$ cat src/rtl/ssp_pkg.sv
package ssp_pkg;

    localparam int WORD_W = 16;
    localparam int ADDR_W = 10;
    localparam int FRM_W  = $clog2(WORD_W);

    // word offsets inside the window
    localparam logic [ADDR_W-1:0] OFS_FRAME   = 10'h000;
    localparam logic [ADDR_W-1:0] OFS_RUN     = 10'h001;
    localparam logic [ADDR_W-1:0] OFS_DATA    = 10'h002;
    localparam logic [ADDR_W-1:0] OFS_STATUS  = 10'h003;
    localparam logic [ADDR_W-1:0] OFS_PRESC   = 10'h004;
    localparam logic [ADDR_W-1:0] OFS_MASK    = 10'h005;
    localparam logic [ADDR_W-1:0] OFS_RAW     = 10'h006;
    localparam logic [ADDR_W-1:0] OFS_MASKED  = 10'h007;
    localparam logic [ADDR_W-1:0] OFS_DMA     = 10'h008;
    localparam logic [ADDR_W-1:0] OFS_ID_BASE = 10'h3F8;

    // status word, bit 4 down to bit 0
    typedef struct packed {
        logic busy;
        logic rx_full;
        logic rx_nempty;
        logic tx_nfull;
        logic tx_empty;
    } stat_t;

    // interrupt sources, bit 3 down to bit 0
    typedef struct packed {
        logic tx_src;
        logic rx_src;
        logic tmo_src;
        logic ovr_src;
    } isrc_t;

    function automatic logic [WORD_W-1:0] frame_mask(input logic [FRM_W-1:0] n);
        logic [WORD_W:0] m;
        m = (WORD_W+1)'(1) << (32'(n) + 1);
        m = m - (WORD_W+1)'(1);
        return m[WORD_W-1:0];
    endfunction

endpackage

$ cat src/rtl/ssp_fifo.sv
module ssp_fifo #(
    parameter int WIDTH = 16,
    parameter int DEPTH = 8,
    localparam int PTR_W = $clog2(DEPTH),
    localparam int CNT_W = PTR_W + 1
) (
    input  logic             clk,
    input  logic             rst,
    input  logic             push,
    input  logic [WIDTH-1:0] din,
    input  logic             pop,
    output logic [WIDTH-1:0] dout,
    output logic [CNT_W-1:0] count
);

    // DEPTH must be a power of two: the read index wraps by truncation
    logic [WIDTH-1:0] mem [DEPTH];
    logic [PTR_W-1:0] wptr;
    logic [CNT_W-1:0] cnt;
    logic [PTR_W-1:0] rd_idx;

    assign rd_idx = wptr - cnt[PTR_W-1:0];
    assign dout   = mem[rd_idx];
    assign count  = cnt;

    always_ff @(posedge clk) begin
        if (rst) begin
            wptr <= '0;
            cnt  <= '0;
        end else begin
            if (push) wptr <= wptr + PTR_W'(1);
            cnt <= cnt + CNT_W'(push) - CNT_W'(pop);
        end
    end

    always_ff @(posedge clk) begin
        if (push) mem[wptr] <= din;
    end


    push_full_chk: assert property (@(posedge clk) disable iff (rst)
        push |-> (cnt != CNT_W'(DEPTH) || pop));


    pop_empty_chk: assert property (@(posedge clk) disable iff (rst)
        pop |-> (cnt != '0));


    count_bound_chk: assert property (@(posedge clk) disable iff (rst)
        cnt <= CNT_W'(DEPTH));


    count_step_chk: assert property (@(posedge clk) disable iff (rst)
        (push || pop) |=> (cnt == $past(cnt) + CNT_W'($past(push)) - CNT_W'($past(pop))));

endmodule

$ cat src/rtl/ssp_csr.sv
module ssp_csr
    import ssp_pkg::*;
#(
    parameter int         DEPTH   = 8,
    parameter logic [7:0] ID_BASE = 8'hC0,
    localparam int CNT_W = $clog2(DEPTH) + 1
) (
    input  logic              clk,
    input  logic              rst,
    input  logic              sel,
    input  logic              wr,
    input  logic [ADDR_W-1:0] addr,
    input  logic [WORD_W-1:0] wdata,
    input  logic [CNT_W-1:0]  tx_cnt,
    input  logic [CNT_W-1:0]  rx_cnt,
    input  logic [WORD_W-1:0] rx_head,
    output logic [WORD_W-1:0] rdata,
    output logic              enable,
    output logic [WORD_W-1:0] fmask,
    output logic              irq
);

    localparam logic [CNT_W-1:0] FULL_CNT = CNT_W'(DEPTH);
    localparam logic [CNT_W-1:0] HALF_CNT = CNT_W'(DEPTH / 2);

    logic [WORD_W-1:0] frame_q;
    logic              run_q;
    logic [7:0]        presc_q;
    isrc_t             mask_q;
    stat_t             stat;
    isrc_t             raw;
    isrc_t             masked;
    logic              wr_en;

    assign wr_en = sel && wr;

    always_ff @(posedge clk) begin
        if (rst) begin
            frame_q <= '0;
            run_q   <= 1'b0;
            presc_q <= '0;
            mask_q  <= '0;
        end else if (wr_en) begin
            case (addr)
                OFS_FRAME: frame_q <= wdata;
                OFS_RUN:   run_q   <= wdata[1];
                OFS_PRESC: presc_q <= wdata[7:0];
                OFS_MASK:  mask_q  <= isrc_t'(wdata[3:0]);
                default:   ;
            endcase
        end
    end

    always_comb begin
        stat.tx_empty  = (tx_cnt == '0);
        stat.tx_nfull  = (tx_cnt != FULL_CNT);
        stat.rx_nempty = (rx_cnt != '0);
        stat.rx_full   = (rx_cnt == FULL_CNT);
        stat.busy      = (tx_cnt != '0);
        raw.tx_src     = (tx_cnt <= HALF_CNT);
        raw.rx_src     = (rx_cnt >= HALF_CNT);
        raw.tmo_src    = 1'b0;
        raw.ovr_src    = 1'b0;
    end

    assign masked = mask_q & raw;
    assign irq    = |masked;
    assign enable = run_q;
    assign fmask  = frame_mask(frame_q[FRM_W-1:0]);

    always_comb begin
        rdata = '0;
        if (sel && !wr) begin
            if (addr >= OFS_ID_BASE) begin
                rdata = WORD_W'(8'(ID_BASE + {5'd0, addr[2:0]}));
            end else begin
                case (addr)
                    OFS_FRAME:  rdata = frame_q;
                    OFS_RUN:    rdata = WORD_W'({run_q, 1'b0});
                    OFS_DATA:   rdata = (rx_cnt != '0) ? rx_head : '0;
                    OFS_STATUS: rdata = WORD_W'(stat);
                    OFS_PRESC:  rdata = WORD_W'(presc_q);
                    OFS_MASK:   rdata = WORD_W'(mask_q);
                    OFS_RAW:    rdata = WORD_W'(raw);
                    OFS_MASKED: rdata = WORD_W'(masked);
                    default:    rdata = '0;
                endcase
            end
        end
    end


    irq_nomask_chk: assert property (@(posedge clk) disable iff (rst)
        (mask_q == '0) |-> !irq);


    src_half_chk: assert property (@(posedge clk) disable iff (rst)
        (tx_cnt > HALF_CNT) |-> !raw.tx_src);

endmodule

$ cat src/rtl/ssp_frontend.sv
module ssp_frontend
    import ssp_pkg::*;
#(
    parameter int         DEPTH   = 8,
    parameter logic [7:0] ID_BASE = 8'hC0,
    localparam int CNT_W = $clog2(DEPTH) + 1
) (
    input  logic              clk,
    input  logic              rst,
    input  logic              bus_sel,
    input  logic              bus_wr,
    input  logic [ADDR_W-1:0] bus_addr,
    input  logic [WORD_W-1:0] bus_wdata,
    output logic [WORD_W-1:0] bus_rdata,
    output logic              irq,
    output logic              xfer_req,
    output logic [WORD_W-1:0] xfer_word,
    input  logic              xfer_ack,
    input  logic [WORD_W-1:0] xfer_rx
);

    localparam logic [CNT_W-1:0] FULL_CNT = CNT_W'(DEPTH);

    logic [CNT_W-1:0]  tx_cnt;
    logic [CNT_W-1:0]  rx_cnt;
    logic [WORD_W-1:0] tx_head;
    logic [WORD_W-1:0] rx_head;
    logic [WORD_W-1:0] fmask;
    logic              enable;
    logic              data_wr;
    logic              data_rd;
    logic              tx_push;
    logic              rx_pop;
    logic              xchg;

    assign data_wr = bus_sel &&  bus_wr && (bus_addr == OFS_DATA);
    assign data_rd = bus_sel && !bus_wr && (bus_addr == OFS_DATA);
    assign tx_push = data_wr && (tx_cnt != FULL_CNT);
    assign rx_pop  = data_rd && (rx_cnt != '0);

    // the engine runs only while there is a word to send and room for the reply
    assign xfer_req  = enable && (tx_cnt != '0) && (rx_cnt != FULL_CNT);
    assign xfer_word = tx_head;
    assign xchg      = xfer_req && xfer_ack;

    ssp_fifo #(.WIDTH(WORD_W), .DEPTH(DEPTH)) u_txq (
        .clk   (clk),
        .rst   (rst),
        .push  (tx_push),
        .din   (bus_wdata & fmask),
        .pop   (xchg),
        .dout  (tx_head),
        .count (tx_cnt)
    );

    ssp_fifo #(.WIDTH(WORD_W), .DEPTH(DEPTH)) u_rxq (
        .clk   (clk),
        .rst   (rst),
        .push  (xchg),
        .din   (xfer_rx & fmask),
        .pop   (rx_pop),
        .dout  (rx_head),
        .count (rx_cnt)
    );

    ssp_csr #(.DEPTH(DEPTH), .ID_BASE(ID_BASE)) u_csr (
        .clk     (clk),
        .rst     (rst),
        .sel     (bus_sel),
        .wr      (bus_wr),
        .addr    (bus_addr),
        .wdata   (bus_wdata),
        .tx_cnt  (tx_cnt),
        .rx_cnt  (rx_cnt),
        .rx_head (rx_head),
        .rdata   (bus_rdata),
        .enable  (enable),
        .fmask   (fmask),
        .irq     (irq)
    );


    exch_rx_chk: assert property (@(posedge clk) disable iff (rst)
        xchg |=> (rx_cnt == $past(rx_cnt) + CNT_W'(1) - CNT_W'($past(rx_pop))));


    drop_full_chk: assert property (@(posedge clk) disable iff (rst)
        (data_wr && tx_cnt == FULL_CNT && !xchg) |=> (tx_cnt == FULL_CNT));


    empty_read_chk: assert property (@(posedge clk) disable iff (rst)
        (data_rd && rx_cnt == '0 && !xchg) |=> (rx_cnt == '0));


    rst_state_chk: assert property (@(posedge clk)
        $past(rst) |-> (tx_cnt == '0 && rx_cnt == '0 && !irq));

endmodule

$ cat config.mk
export PLATFORM = sky130hd
export DESIGN_NAME = ssp_frontend
export DESIGN_NICKNAME = d
export VERILOG_FILES = /design/src/rtl/ssp_pkg.sv /design/src/rtl/ssp_fifo.sv /design/src/rtl/ssp_csr.sv /design/src/rtl/ssp_frontend.sv
export SDC_FILE = /design/constraint.sdc
export NUM_CORES = 1
export LEC_CHECK = 0
export BUFFER_PORTS_ARGS = -buffer_cell sky130_fd_sc_hd__buf_2
export CORE_ASPECT_RATIO = 1.5
export CORE_MARGIN = 2
export CORE_UTILIZATION = 35
export DETAILED_ROUTE_END_ITERATION = 8
export PLACE_DENSITY = 0.5
export SYNTH_ARGS = -nofsm -noshare
export SYNTH_HDL_FRONTEND = slang
export SYNTH_SLANG_ARGS = --single-unit
$ cat constraint.sdc
create_clock -name clk -period 7.2 [get_ports clk]
set_clock_uncertainty 0.2 [all_clocks]
set_input_delay 0.36 -clock clk [delete_from_list [all_inputs] [get_ports clk]]
set_output_delay 0.36 -clock clk [all_outputs]
set_load 0.005 [all_outputs]
== Word level (Yosys, flattened, before mapping) ==
Memories as Yosys holds them, arrays and structs flattened.
Index checks and enable logic that the tools add are counted.
Operators by class
  add/sub/neg operators: 11
  multiply operators: 0
  div/mod/pow operators: 0
  order comparisons: 3
  equality and inequality tests: 10
  shift operators: 1
  mux-type cells: 8
  bitwise gates (word level): 3
  reduce and logical (&&, ||, !) cells: 19
Operators by type and width (count)
  $pmux 16 s8: 1
  $mux 16: 3
  $eq 10x3->1 const B: 4
  $and 16x16->16: 2
  $shl 1x32->16 const A: 1
  $eq 10x2->1 const B: 2
  $sub 16x1->16 const B: 1
  $eq 10x1->1 const B: 1
  $ge 10x10->1 const B: 1
  $logic_not 10->1: 1
  $logic_and 1x1->1: 9
  $add 4x1->4: 2
  $add 7x4->8 const A: 1
  $ne 4x4->1 const B: 2
  $reduce_and 2->1: 4
  $reduce_bool 4->1: 2
  $sub 4x1->4: 2
  $add 3x1->3 const B: 2
  $sub 3x3->3: 2
  $add 4x1->5 const B: 1
  $and 4x4->4: 1
  $eq 4x4->1 const B: 1
  $ge 4x3->1 const B: 1
  $le 4x3->1 const B: 1
  other kinds (4): 7
Word-level totals
  flip-flop bits (word level): 43
  bits in latches: 0
  RAM bits: 256
  ROM bits: 0
  input bits: 47
  output and inout port bits: 34
  logic and storage cells: 68
  memories kept: 2
Memories
  u_rxq.mem: words 8, bits a word 16, read ports 1, clocked after memory_dff 0, write ports 1, line ssp_fifo.sv:17  | logic [WIDTH-1:0] mem [DEPTH];
  u_txq.mem: words 8, bits a word 16, read ports 1, clocked after memory_dff 0, write ports 1, line ssp_fifo.sv:17

== Longest topological paths before layout ==
  word-level depth: 6
  mapped depth: 13
  depth with buffers taken out: 13

== By module ==
From an unflattened synthesis, not the netlist that was laid out.
Second synthesis, totals
  cells, all modules: 796
  area total of the unflattened synthesis: 13028.7 sq um
Modules (own cells, without submodules)
  ssp_fifo: instances 2, cells an instance 238, area each 5320.1 sq um, sequential area each 3983.8 sq um
  ssp_csr: instances 1, cells an instance 275, area each 2085.8 sq um, sequential area each 580.6 sq um
  ssp_frontend: instances 1, cells an instance 45, area each 302.8 sq um, sequential area each 0.0 sq um

== Worst setup path before layout ==
Ideal clock, no wire load.
  path kind: input-to-reg
  from: input port bus_addr[4]
  to: memory u_txq.mem[0][0], enable pin
  arrival: 3.021 ns
  slack: 3.549 ns
  cell stages on the path: 4
  path through: or4_4 nor4_4 nand3_2 nor4_1
On the way
  cells in the longest elaborated chain, start to end: 5
Ends and longest elaborated chain
  start: declaration: line ssp_frontend.sv:12  | input logic [ADDR_W-1:0] bus_addr,
  $eq 10x2->1: line ssp_frontend.sv:36  | assign data_wr = bus_sel && bus_wr && (bus_addr == OFS_DATA);
  $logic_and 1x1->1: line ssp_frontend.sv:36
  $logic_and 1x1->1: line ssp_frontend.sv:38  | assign tx_push = data_wr && (tx_cnt != FULL_CNT);
  $mux 1: line ssp_fifo.sv:37  | if (push) mem[wptr] <= din;
  $mux 1 (implied by the code): line ssp_fifo.sv:37
  end: declaration: line ssp_fifo.sv:17
Every way passes these cells.

== Worst setup path after layout ==
  from: register u_txq.wptr[0]
  to: output port xfer_word[6]
On the way
  cells in the longest elaborated chain, start to end: 2
Ends and longest elaborated chain
  start: declaration: line ssp_fifo.sv:18  | logic [PTR_W-1:0] wptr;
  start signal: assignment: line ssp_fifo.sv:31  | if (push) wptr <= wptr + PTR_W'(1);
  $sub 3x3->3: line ssp_fifo.sv:22  | assign rd_idx = wptr - cnt[PTR_W-1:0];
  $mem_v2 8x16
  end: declaration: line ssp_frontend.sv:17  | output logic [WORD_W-1:0] xfer_word,
Every way passes these cells.

==> qor_table.md <==
| Group | Quantity | This run |
| --- | --- | --- |
| route | Initial DRT Pass Iterations | 5 |
| critical path | Required time at the endpoint of the critical path | 6.64 ns |
| clock network | H-tree depth reported by CTS | 1 |
| place | Worst slack, placed | 3.518 ns |
| global routing | Maximum number of pins on one net before global-route repair | 49 |
| global routing | Global Route Usage Sum | 15.65% |
| clock network | TritonCTS clock tree | built |
| pwr | VDD IR max | 0.1845 mV |
| floorplan | Core box area | 35950 um^2 |
| timing | Minimum hold slack | 0.05088 ns |
| route | Number of vias per cell after detailed routing | 5.000 |
| logic synthesis | Most frequent cell after synthesis | sky130_fd_sc_hd__edfxtp_1 |
| timing | Worst slew margin relative to its limit | 29.67% |
| clock network | Clock-pin slew on the worst setup and hold paths | 0.06 ns |
| flow run | # Max-Cap Violations | 0 |
| clock network | Clk Latency, worst-skew pair | 0.58 ns |
| global routing | GR Overflow Total | 0 |
| logic synthesis | Number of nets in the synthesized netlist | 894 |
| logic synthesis | Mapped Avg Cell Area | 15.48 um^2 |
| timing | Setup violations, final | 0 |
| logic synthesis | Synth Warn # | 0 |
| critical path | Data arrival time of the worst path | 3.58 ns |
| logic synthesis | Number of distinct library cell variants in the gate-level netlist after synthesis | 59 |
| critical path | R2r endpoint | u_txq.mem[0][6]$_DFFE_PP_ |
| timing | Tmin final | 4.138 ns |
| logic synthesis | Post-synthesis instance area | 12760 um^2 |
| timing | RSZ-0062 raised after global routing | no |
| critical path | FF-to-FF setup slack | 4.03 ns |
| pwr | Overall power of the completed layout | 3.335 mW |
| finish | Share of post-route cells with drive strength above 1 | 23.76% |
| hold path | Worst min-delay path class | in -> reg |
| hold path | Worst hold start | xfer_rx[10] |
| place | IO buf count | 80 |
| global routing | Number of global-route vias before repair | 7397 |
| finish | Synthesis-to-layout area growth | 16.36% |
| route | Average detailed-routed wire length per instance | 20.83 um |
| logic synthesis | Predominant post-synthesis flop cell | sky130_fd_sc_hd__edfxtp_1 |
| floorplan | Die area | 38020 um^2 |
| logic synthesis | Cell taking the most area after synthesis | sky130_fd_sc_hd__edfxtp_1 |
| timing | Maximum clock rate | 241.7 MHz |
| place | HPWL after DPL | 19.99 mm |
| pwr | Power per cell area | 224.7 nW/um^2 |
| clock network | Max Root-Sink Buffers | 3 |
| route | Total length of routed wires | 29.76 mm |
| timing | Setup_tns | 0 ns |
| critical path | Sort of element at the end of the critical path | output pin |
| finish | Post-layout net count | 1000 |
| logic synthesis | Proportion of synthesized chip area in sequential cells | 67.01% |
| logic synthesis | Share of the synthesized area in the top cell type | 60.26% |
| timing | Max-slew violation count | 0 |
| place | Last weighted congestion value of the routability-driven placer | 0.7795 |
| critical path | Worst-path maximum fanout | 48 |
| route | Total vias in the final route | 7145 |
| logic synthesis | Proportion of synthesized flip-flops having asynchronous set or reset | 0% |
| floorplan | Site Rows | 85 |
| floorplan | X dimension of the die | 159.9 um |
| finish | Final standard cell count with taps included and fillers excluded | 1429 |
| logic synthesis | Most frequent cells after synthesis | sky130_fd_sc_hd__edfxtp_1 (256), sky130_fd_sc_hd__nor2_1 (70), sky130_fd_sc_hd__mux2i_1 (64) |
| clock network | CTS Root Cell | sky130_fd_sc_hd__clkbuf_16 |
| global routing | Wire length of the first global-routing pass | 44.90 mm |
| critical path | Critical register-to-register path startpoint | u_csr.frame_q[3]$_SDFFE_PP0P_ |
| critical path | Worst setup path startpoint | u_txq.wptr[0]$_SDFFE_PP0P_ |
| route | ANT nets after route | 0 |
| timing | Period utilization | 57.47% |
| global routing | Number of antenna violations at the first check in global routing | 2 |
| finish | Final Instance Area | 14840 um^2 |
| timing | Least-Margin Pin Slew | 1.046 ns |
| logic synthesis | Number of synthesized flops with an enable pin | 256 |
| place | Area after DPL | 13790 um^2 |
| route | Iteration-0 DRC Markers | 311 |
| timing | Worst setup slack after layout | 3.062 ns |
| logic synthesis | Post-Synthesis Cells | 824 |
| logic synthesis | Cell types occupying the most area after synthesis | sky130_fd_sc_hd__edfxtp_1 (60%), sky130_fd_sc_hd__mux4_2 (8.7%), sky130_fd_sc_hd__dfxtp_1 (6.7%) |
| critical path | Worst setup path category | reg -> out |
| clock network | Num CTS Buffers | 29 |
| critical path | Critical path endpoint | xfer_word[6] |
| critical path | Category of the worst setup path launch point | register |
| floorplan | Height of the die | 237.8 um |
| clock network | Post-cts gate resize count | 0 |
| floorplan | I/O pin count | 81 |
| finish | Number of diodes | 0 |
| finish | Final core utilization | 41.29% |
| timing | Final Hold Fails | 0 |
| outcome | Result of the run | finished, final reports clean |
| floorplan | Starting Density | 35.49% |
| pwr | Static leakage | 5.185 nW |
| logic synthesis | #FFs+latches synth | 299 |
| place | Placed Cells | 1360 |
| route | Count of unresolved DRC violations after routing | 0 |
| critical path | Worst reg-to-reg path cell count | 7 |
| clock network | Clk sink count | 299 |
-- layout by cell type (no fill, tap or decap), types with 7 or more instances in the layout --
cell type / netlist / final
sky130_fd_sc_hd__xor2_1: 7 / 7
sky130_fd_sc_hd__clkinv_2: 0 / 8
sky130_fd_sc_hd__dlygate4sd3_1: 0 / 17
sky130_fd_sc_hd__and2_1: 16 / 16
sky130_fd_sc_hd__dfxtp_1: 43 / 43
sky130_fd_sc_hd__inv_1: 20 / 20
sky130_fd_sc_hd__a221oi_1: 16 / 16
sky130_fd_sc_hd__o21ai_0: 7 / 7
sky130_fd_sc_hd__buf_4: 0 / 23
sky130_fd_sc_hd__and3_1: 8 / 8
sky130_fd_sc_hd__nor2_1: 70 / 64
sky130_fd_sc_hd__nor3_2: 2 / 7
sky130_fd_sc_hd__edfxtp_1: 256 / 256
sky130_fd_sc_hd__mux2i_1: 64 / 64
sky130_fd_sc_hd__mux4_2: 49 / 49
sky130_fd_sc_hd__nand2_1: 59 / 59
sky130_fd_sc_hd__a21oi_1: 32 / 32
sky130_fd_sc_hd__buf_2: 13 / 80
sky130_fd_sc_hd__ha_1: 19 / 18
sky130_fd_sc_hd__nor2b_1: 18 / 18
sky130_fd_sc_hd__a2bb2oi_1: 10 / 10
sky130_fd_sc_hd__clkbuf_16: 0 / 29
-- sequential cells by signal (all words and copies together), names as in the netlist --
register       cells
u_txq.count        4
u_csr.presc_q      8
u_rxq.wptr         3
u_rxq.mem        128
u_txq.mem        128
u_csr.enable       1
u_csr.mask_q       4
u_rxq.count        4
u_csr.frame_q     16
u_txq.wptr         3
-- critical path: stages, from the launching register on --
cell                       delay, ns
sky130_fd_sc_hd__dfxtp_1        0.38
sky130_fd_sc_hd__inv_1          0.10
sky130_fd_sc_hd__ha_1           0.14
sky130_fd_sc_hd__inv_1          0.04
sky130_fd_sc_hd__fa_1           0.36
sky130_fd_sc_hd__xor2_1         0.24
sky130_fd_sc_hd__xnor2_2        0.13
sky130_fd_sc_hd__buf_4          0.65
sky130_fd_sc_hd__mux4_2         0.34
sky130_fd_sc_hd__nor2_1         0.04
sky130_fd_sc_hd__a221oi_1       0.35
sky130_fd_sc_hd__buf_2          0.19
-- power by group --
| part | switching (mW) | internal (mW) | total [mW] |
|---|---|---|---|
| Clock | 0.653 | 0.778 | 1.43 |
| Combinational | 0.0293 | 0.0202 | 0.0496 |
| Sequential | 0.0000421 | 1.85 | 1.85 |
-- worst min-delay path by stage --
stage,endpoint,slack [ns],cells after the start
finish,u_rxq.mem[4][10]$_DFFE_PP_,0.05,2
global route,u_rxq.mem[2][7]$_DFFE_PP_,0.06,2
CTS,u_rxq.mem[4][10]$_DFFE_PP_,0.03,2
detailed placement,u_csr.frame_q[4]$_SDFFE_PP0P_,0.25,2
global placement,u_csr.frame_q[6]$_SDFFE_PP0P_,0.24,2
floorplan,u_csr.frame_q[4]$_SDFFE_PP0P_,0.23,2
-- timing repair --
item,4_1_cts,5_1_grt
hold buffers,17,0
hold endpoints to repair,45,0
buffers inserted,0,0
-- layer usage --
metal | wire (um) | up-vias | GRT usage (%)
met1 | 12120 | 3594 | 18.70
met4 | 723 | 2 | 5.078
met3 | 1270 | 38 | 2.294
met5 | 13 | - | 0
met2 | 15640 | 151 | 28.93
li1 | - | 3360 | -
-- logic make-up after synthesis --
| logic type | count (synthesis) | share of synthesized area, % |
|---|---|---|
| other cells | 1 | 0.02940 |
| xor+xnor | 13 | 0.9515 |
| fa+ha+maj | 23 | 2.491 |
| buf+inv | 67 | 2.158 |
| flops | 299 | 67.01 |
| simple gates | 213 | 8.377 |
| mux | 118 | 14.11 |
| compound gates | 90 | 4.865 |
-- layout make-up --
class / count / area [um^2]
multi-input combinational: 458 / 3989
sequential: 299 / 8548
timing repair buffer: 120 / 743.2
fill: 3432 / 21100
inverter: 22 / 82.58
clock inverter: 19 / 141.4
tap: 478 / 598.1
clock buffer: 33 / 740.7
(Power assumes the default switching activity.)
